--- src/rtl/href_pkg.sv ---
package href_pkg;
  localparam int CFG_W = 8;

  typedef struct packed {
    logic [CFG_W-1:0] hstart;
    logic [CFG_W-1:0] hend;
    logic [CFG_W-1:0] vstart;
    logic [CFG_W-1:0] vend;
    logic [CFG_W-1:0] shift;
    logic [1:0]       fmode;
    logic [5:0]       skip;
    logic             dbl;
    logic             qcif;
  } href_cfg_t;

  localparam logic [1:0] FM_NONE = 2'b00;
  localparam logic [1:0] FM_ODD  = 2'b01;
  localparam logic [1:0] FM_EVEN = 2'b10;
  localparam logic [1:0] FM_BOTH = 2'b11;

  localparam logic [CFG_W-1:0] HS_MIN = 8'h38;
  localparam logic [CFG_W-1:0] HS_MAX = 8'hEB;
  localparam logic [CFG_W-1:0] HE_MIN = 8'h39;
  localparam logic [CFG_W-1:0] HE_MAX = 8'hEC;
  localparam logic [CFG_W-1:0] VS_MIN = 8'h03;
  localparam logic [CFG_W-1:0] VS_MAX = 8'h93;
  localparam logic [CFG_W-1:0] VE_MIN = 8'h04;
  localparam logic [CFG_W-1:0] VE_MAX = 8'h94;

  localparam href_cfg_t CFG_RESET = '{
    hstart: 8'h38, hend: 8'hEA, vstart: 8'h03, vend: 8'h92,
    shift: 8'h00, fmode: FM_BOTH, skip: 6'd1, dbl: 1'b0, qcif: 1'b0
  };

  function automatic logic cfg_legal(input href_cfg_t c);
    logic h_ok, v_ok;
    h_ok = (c.hstart >= HS_MIN) && (c.hstart <= HS_MAX) &&
           (c.hend >= HE_MIN) && (c.hend <= HE_MAX) && (c.hstart < c.hend);
    v_ok = (c.vstart >= VS_MIN) && (c.vstart <= VS_MAX) &&
           (c.vend >= VE_MIN) && (c.vend <= VE_MAX) && (c.vstart < c.vend);
    return h_ok && v_ok;
  endfunction
endpackage

--- src/rtl/href_cfg_latch.sv ---
module href_cfg_latch
  import href_pkg::*;
(
  input  logic      clk,
  input  logic      rst,
  input  logic      field_start,
  input  logic      field_odd,
  input  href_cfg_t cfg_in,
  output href_cfg_t act,
  output logic      field_en,
  output logic      sup
);
  localparam int PC_W = $bits(cfg_in.skip);

  logic            cur_odd;
  logic [PC_W-1:0] pass_cnt;
  logic [PC_W-1:0] n_eff;
  logic [PC_W:0]   pc_inc;
  logic            skip_mode;
  logic            parity_hit;

  always_comb begin
    n_eff      = (cfg_in.skip == '0) ? PC_W'(1) : cfg_in.skip;
    pc_inc     = {1'b0, pass_cnt} + (PC_W+1)'(1);
    skip_mode  = (cfg_in.fmode == FM_ODD) || (cfg_in.fmode == FM_EVEN);
    parity_hit = ((cfg_in.fmode == FM_ODD) && field_odd) ||
                 ((cfg_in.fmode == FM_EVEN) && !field_odd);
  end

  always_ff @(posedge clk) begin
    if (rst) begin
      act      <= CFG_RESET;
      cur_odd  <= 1'b1;
      sup      <= 1'b0;
      pass_cnt <= '0;
    end else if (field_start) begin
      act     <= cfg_in;
      cur_odd <= field_odd;
      if (parity_hit) begin
        sup      <= (pass_cnt != '0);
        pass_cnt <= (pc_inc >= {1'b0, n_eff}) ? '0 : pc_inc[PC_W-1:0];
      end else begin
        sup <= 1'b0;
        if (!skip_mode) pass_cnt <= '0;
      end
    end
  end

  always_comb begin
    unique case (act.fmode)
      FM_NONE: field_en = 1'b0;
      FM_ODD:  field_en = cur_odd && !sup;
      FM_EVEN: field_en = !cur_odd && !sup;
      default: field_en = 1'b1;
    endcase
  end
endmodule

--- src/rtl/href_window.sv ---
module href_window
  import href_pkg::*;
#(
  parameter int COL_W = 11,
  parameter int ROW_W = 9
) (
  input  logic             clk,
  input  logic             rst,
  input  href_cfg_t        act,
  input  logic             field_en,
  input  logic [COL_W-1:0] pix_col,
  input  logic [ROW_W-1:0] pix_row,
  output logic             href,
  output logic             win_err
);
  logic [1:0]       unit_sh;
  logic [COL_W-1:0] unit;
  logic             in_h, in_v, legal;

  always_comb begin
    unit_sh = {1'b0, !act.qcif} + {1'b0, act.dbl};
    unit    = pix_col >> unit_sh;
    in_h    = (unit >= COL_W'(act.hstart)) && (unit < COL_W'(act.hend));
    in_v    = (pix_row >= ROW_W'(act.vstart)) && (pix_row < ROW_W'(act.vend));
    legal   = cfg_legal(act);
  end

  always_ff @(posedge clk) begin
    if (rst) begin
      href    <= 1'b0;
      win_err <= 1'b0;
    end else begin
      href    <= legal && field_en && in_h && in_v;
      win_err <= !legal;
    end
  end
endmodule

--- src/rtl/href_pix_delay.sv ---
module href_pix_delay #(
  parameter int          DW    = 8,
  parameter int          AW    = 8,
  parameter logic [DW-1:0] BLACK = 8'h10
) (
  input  logic          clk,
  input  logic          rst,
  input  logic [AW-1:0] shift,
  input  logic          dbl,
  input  logic          sup,
  input  logic          col_lsb,
  input  logic [DW-1:0] pix_in,
  output logic [DW-1:0] pix_out
);
  localparam int DEPTH = 1 << AW;

  logic [DW-1:0] ring [DEPTH];
  logic [AW-1:0] wp;
  logic [AW-1:0] rd_addr;
  logic [DW-1:0] hold;
  logic [DW-1:0] d_now;

  always_comb begin
    d_now   = (dbl && col_lsb) ? hold : pix_in;
    rd_addr = wp - shift;
  end

  always_ff @(posedge clk) begin
    ring[wp] <= d_now;
  end

  always_ff @(posedge clk) begin
    if (rst) begin
      wp      <= '0;
      hold    <= '0;
      pix_out <= '0;
    end else begin
      wp      <= wp + AW'(1);
      hold    <= d_now;
      if (sup)               pix_out <= BLACK;
      else if (shift == '0)  pix_out <= d_now;
      else                   pix_out <= ring[rd_addr];
    end
  end
endmodule

--- src/rtl/href_gate.sv ---
module href_gate
  import href_pkg::*;
#(
  parameter int            DW    = 8,
  parameter int            COL_W = 11,
  parameter int            ROW_W = 9,
  parameter logic [DW-1:0] BLACK = 8'h10
) (
  input  logic             clk,
  input  logic             rst,
  input  logic             field_start,
  input  logic             field_odd,
  input  logic [COL_W-1:0] pix_col,
  input  logic [ROW_W-1:0] pix_row,
  input  logic [DW-1:0]    pix_in,
  input  logic [7:0]       cfg_hstart,
  input  logic [7:0]       cfg_hend,
  input  logic [7:0]       cfg_vstart,
  input  logic [7:0]       cfg_vend,
  input  logic [1:0]       cfg_fmode,
  input  logic [5:0]       cfg_skip,
  input  logic [7:0]       cfg_shift,
  input  logic             cfg_dbl,
  input  logic             cfg_qcif,
  output logic             href,
  output logic [DW-1:0]    pix_out,
  output logic             win_err
);
  href_cfg_t cfg_in;
  href_cfg_t act;
  logic      field_en;
  logic      sup;

  always_comb begin
    cfg_in.hstart = cfg_hstart;
    cfg_in.hend   = cfg_hend;
    cfg_in.vstart = cfg_vstart;
    cfg_in.vend   = cfg_vend;
    cfg_in.shift  = cfg_shift;
    cfg_in.fmode  = cfg_fmode;
    cfg_in.skip   = cfg_skip;
    cfg_in.dbl    = cfg_dbl;
    cfg_in.qcif   = cfg_qcif;
  end

  href_cfg_latch u_cfg (
    .clk(clk), .rst(rst), .field_start(field_start), .field_odd(field_odd),
    .cfg_in(cfg_in), .act(act), .field_en(field_en), .sup(sup)
  );

  href_window #(.COL_W(COL_W), .ROW_W(ROW_W)) u_win (
    .clk(clk), .rst(rst), .act(act), .field_en(field_en),
    .pix_col(pix_col), .pix_row(pix_row), .href(href), .win_err(win_err)
  );

  href_pix_delay #(.DW(DW), .AW(CFG_W), .BLACK(BLACK)) u_pix (
    .clk(clk), .rst(rst), .shift(act.shift), .dbl(act.dbl), .sup(sup),
    .col_lsb(pix_col[0]), .pix_in(pix_in), .pix_out(pix_out)
  );
endmodule

--- config.mk ---
export PLATFORM = sky130hd
export DESIGN_NAME = href_gate
export DESIGN_NICKNAME = d
export VERILOG_FILES = /design/src/rtl/href_pkg.sv /design/src/rtl/href_cfg_latch.sv /design/src/rtl/href_window.sv /design/src/rtl/href_pix_delay.sv /design/src/rtl/href_gate.sv
export SDC_FILE = /design/constraint.sdc
export NUM_CORES = 2
export LEC_CHECK = 0
export BUFFER_PORTS_ARGS = -buffer_cell sky130_fd_sc_hd__buf_2
export CAP_MARGIN = 30
export CORE_MARGIN = 2
export CORE_UTILIZATION = 56
export DETAILED_ROUTE_END_ITERATION = 10
export HOLD_SLACK_MARGIN = 0.15
export PLACE_DENSITY = 0.83
export SYNTH_ARGS = -nofsm -noshare
export SYNTH_HDL_FRONTEND = slang
export SYNTH_HIERARCHICAL = 1
export SYNTH_SLANG_ARGS = --single-unit
--- constraint.sdc ---
create_clock -name clk -period 11.79 [get_ports clk]
set_input_delay 1.179 -clock clk [delete_from_list [all_inputs] [get_ports clk]]
set_output_delay 1.179 -clock clk [all_outputs]
set_load 0.03 [all_outputs]
# After elaboration in Yosys (flattened, before gate mapping)

Memories as Yosys holds them, arrays and structs flattened.
Cells that the tools add are included.

Reductions and logical operators: 32
Equal/unequal tests: 5
Mux-type cells: 9
$add $sub $neg: 4
Shift operators: 1
Magnitude comparators: 15

Operator list:

| operator              | number |
|---|---|
| $le A8 B8 Y1 const B  | 4 |
| $mux W6               | 4 |
| $logic_and A1 B1 Y1   | 19 |
| $ge A8 B6 Y1 const B  | 2 |
| $lt A8 B8 Y1          | 2 |
| $mux W8               | 2 |
| $ge A11 B8 Y1         | 1 |
| $lt A11 B8 Y1         | 1 |
| $shr A11 B2 Y11       | 1 |
| $ge A9 B8 Y1          | 1 |
| $lt A9 B8 Y1          | 1 |
| $add A8 B1 Y8 const B | 1 |
| $ge A8 B2 Y1 const B  | 1 |
| $ge A8 B3 Y1 const B  | 1 |
| $logic_not A8 Y1      | 1 |
| $sub A8 B8 Y8         | 1 |
| $add A6 B1 Y7 const B | 1 |
| $ge A7 B6 Y1          | 1 |
| $logic_not A6 Y1      | 1 |
| $reduce_bool A6 Y1    | 1 |
| $logic_not A1 Y1      | 5 |
| $mux W5               | 1 |
| $eq A2 B1 Y1 const B  | 2 |
| $eq A2 B2 Y1 const B  | 2 |
| other kinds (8)       | 9 |

Memories: 1
Register bits: 78
Word-level logic and storage cells: 84
Bits in writable memories: 2048
Output and inout bits: 10
Input bits: 82

Memory list:

| name       | depth | bits a word | rd ports | clocked after memory_dff | wr ports | RTL line             | source |
|---|---|---|---|---|---|---|---|
| u_pix.ring | 256   | 8           | 1        | 0                        | 1        | href_pix_delay.sv:17 | `logic [DW-1:0] ring [DEPTH];` |

# Longest topological paths before layout

Word-level depth: 9
Gate-level depth with buffers: 16
Depth with buffers taken out: 11

# By module

Netlist, hierarchy kept.

By module, submodules not included:

| module         | instances | seq. area each (sq um) | cells each | area each (sq um) |
|---|---|---|---|---|
| href_pix_delay | 1         | 61979.4                | 3820       | 81266.7 |
| href_cfg_latch | 1         | 1161.1                 | 241        | 2414.8 |
| href_window    | 1         | 40.0                   | 184        | 1514.0 |

# Least setup slack after synthesis

No wires, ideal clock.

Path kind: input port to flip-flop
From: in pix_col[0]
To: mem u_pix.ring[0][4] (data pin)
Buffers on the path: 0
Stages on the path: 3
Arrival: 4.297 ns
Required time: 11.019 ns
Setup slack: 6.722 ns
Setup time: 0.771 ns
Path through: nand2_1 > mux2i_1 > inv_1

Word-level cells in the longest chain between the ends: 2

Ends and longest elaborated chain:

| item                     | RTL line             | source |
|---|---|---|
| start, declared          | href_gate.sv:13      | `input logic [COL_W-1:0] pix_col,` |
| $logic_and A1 B1 Y1      | href_pix_delay.sv:24 | `d_now = (dbl && col_lsb) ? hold : pix_in;` |
| $mux W8                  | href_pix_delay.sv:24 |  |
| named net u_pix.d_now[4] | href_pix_delay.sv:21 | `logic [DW-1:0] d_now;` |
| end, declared            | href_pix_delay.sv:17 |  |

The timed path passes the listed nets, and every way through them passes these cells.

# Worst setup path in the final report

From: reg u_pix.wp[0]
To: reg u_pix.pix_out[0]

Word-level cells in the longest chain between the ends: 3

Ends and longest elaborated chain:

| item                   | RTL line             | source |
|---|---|---|
| start, declared        | href_pix_delay.sv:18 | `logic [AW-1:0] wp;` |
| start signal, assigned | href_pix_delay.sv:38 | `wp <= wp + AW'(1);` |
| $sub A8 B8 Y8          | href_pix_delay.sv:25 | `rd_addr = wp - shift;` |
| $mem_v2 Z256 W8        | --                   |  |
| $mux W8                | href_pix_delay.sv:41 | `else if (shift == '0) pix_out <= d_now;` |
| end signal, assigned   | href_pix_delay.sv:41 |  |
| end signal, assigned   | href_pix_delay.sv:42 | `else pix_out <= ring[rd_addr];` |
| end, declared          | href_pix_delay.sv:13 | `output logic [DW-1:0] pix_out` |

No other way between the ends.
A chain may end at the register's enable or synchronous reset.

==> flow_summary.yaml <==
run_status:
  status: "completed"
cts:
  clock-sinks: 2126
  clockRootBuffer: "clkbuf_16"
  post_cts_buffers: 0
  numCtsBuffers: 199
  clockBufferDepth: 3
  h-tree-depth: 4
  cts_repair_resize_count: 0
  cts_tree: "done"
  hold_buffers: 0
  clk_latency_ps: 860
  clk_pin_slew_worst_paths_ps: 70
yosys:
  synth.net_count: 4379
  syn_area_per_cell_um2: 20.11
  netlist_instances: 4227
  synth_area_um2: 84990
  ys_warn_count: 6
power_and_ir_drop:
  power_density_nw_per_um2: 186.0
  power.leakage_nw: 30.45
  irDropWorstVdd_uv: 112.8
  totalPowerFinal_mw: 17.57
global_routing:
  grt_pass1_wl_um: 321300
  antenna_found_initial: 8
  overflow: 0
  grt.total_usage: 0.2861
  grt_max_degree: 175
  grt_pass1_vias: 45788
setup_path:
  rr_worst_depth: 11
  arrival_ps: 6640
  worst-setup-path-type: "flip-flop to flip-flop"
  crit_fanout: 104
  cp-start-kind: "flip-flop"
  endpoint_kind: "flip-flop"
  r2r_end: "u_pix/pix_out[0]"
  cp.required_ps: 12480
  rrSetupSlack_ps: 5830
  worstReg2RegStart: "u_pix/wp[0]"
min_path:
  min_path_type: "flip-flop to flip-flop"
  min_to: "u_cfg/act[9]"
  hp-start: "u_cfg/act[9]"
  hold_path_depth: 2
routing:
  wl_per_cell_um: 34.40
  drtIter0Drc: 7889
  drcViolationCount: 0
  drt_wl_total_um: 225000
  firstDrtPassIters: 8
  num_vias: 45954
  drt.antenna.violating_nets: 0
  via_per_inst: 7.026
sta:
  fin_crit_sh: 0.5051
  finalSetupViolCount: 0
  rsz0062_at_grt: "false"
  hold_violations: 0
  fmax_mhz: 167.9
  final.setup_skew_ps: 47.70
  slew_viol_final: 0
  period_needed_ps: 5955
  hold_slack_ps: 513.9
  slew_headroom: 0.2559
  fin_setup_tns_ps: 0
  worstMarginPinSlew_ps: 1116
cells_and_area:
  syn2layout_area_growth_pct: 11.13
  final_cell_count_no_fill: 6541
  nFillCells: 9267
  nets: 4505
  layout_common_cells: "edfxtp_1 (2,048), mux4_2 (539), nor2_1 (352)"
  final_common_cell: "edfxtp_1"
  drive_gt1_frac: 0.2341
die:
  start_util: 0.5655
  coreArea_um2: 150300
  die_w_um: 393.6
  pin_count: 92
  design.die.area_um2: 154900
  die_h_um: 393.6
  num_rows: 142
placed_design:
  gp_routability_congestion: 0.8839
  dp_hpwl_um: 119900
  placed_cells: 6151
  port_buffers: 91
run:
  maxCapViolCount: 0
==> flip-flops by register name (all words and copies together) (netlist names), 6 cells and up <==
signal	flops
u_pix/wp	8
u_pix/ring	2048
u_pix/pix_out	8
u_cfg/pass_cnt	6
u_pix/hold	8
u_cfg/act	44
==> power breakdown <==
group,switching [mW],leakage [nW],internal [mW]
registers,0.0283,19.1,8.35
logic,1.64,8.13,0.911
clock network,2.85,3.24,3.78
total,4.53,30.5,13.0
==> critical path, stage by stage, from the launching register on <==
cell and delay [ps]:
dfxtp_1 440, inv_1 170, ha_1 240, fa_4 1390
buf_12 590, buf_4 840, mux4_2 420, mux4_1 560
nor2_1 400, o32ai_1 220, mux2i_1 240, a211oi_1 110
==> metal layers <==
metal	part of all wire	track usage	vias up
met4	0.066	0.1639	12
met1	0.33	0.3662	23278
met2	0.47	0.4444	4297
met3	0.13	0.07999	775
li1	-	-	17592
met5	0.00034	0	-
==> layout make-up <==
class | instances | area, µm² | area share
sequential | 2126 | 63060 | 0.6676
multi-input combinational | 1796 | 20500 | 0.2170
clock buffer | 237 | 5122 | 0.05423
tap | 2016 | 2522 | 0.02671
clock inverter | 134 | 1584 | 0.01677
timing repair buffer | 176 | 1451 | 0.01537
inverter | 54 | 210.2 | 0.002225
antenna | 2 | 5.005 | 0.00005299
==> stage by stage <==
stage / utilization / area, µm² / worst slack, ps
finish: 0.6284 / 94450 / 5835
global route: 0.6284 / 94450 / 5797
CTS: 0.6260 / 94090 / 5648
detailed placement: 0.5814 / 87390 / 5757
global placement: 0.5807 / 87280 / 5763
floorplan: - / 84990 / 6722
==> worst max path at each step <==
| stage | start | end | depth (start not counted) |
|---|---|---|---|
| 2_1_floorplan | pix_col[0] | u_pix/ring[0][4] | 3 |
| 3_3_place_gp | u_pix/wp[0] | u_pix/pix_out[7] | 11 |
| 3_5_place_dp | u_pix/wp[0] | u_pix/pix_out[7] | 11 |
| 4_1_cts | u_pix/wp[0] | u_pix/pix_out[7] | 11 |
| 5_1_grt | u_pix/wp[0] | u_pix/pix_out[0] | 11 |
| 6_report | u_pix/wp[0] | u_pix/pix_out[0] | 11 |
No activity file was read; power rests on OpenSTA's default activity.
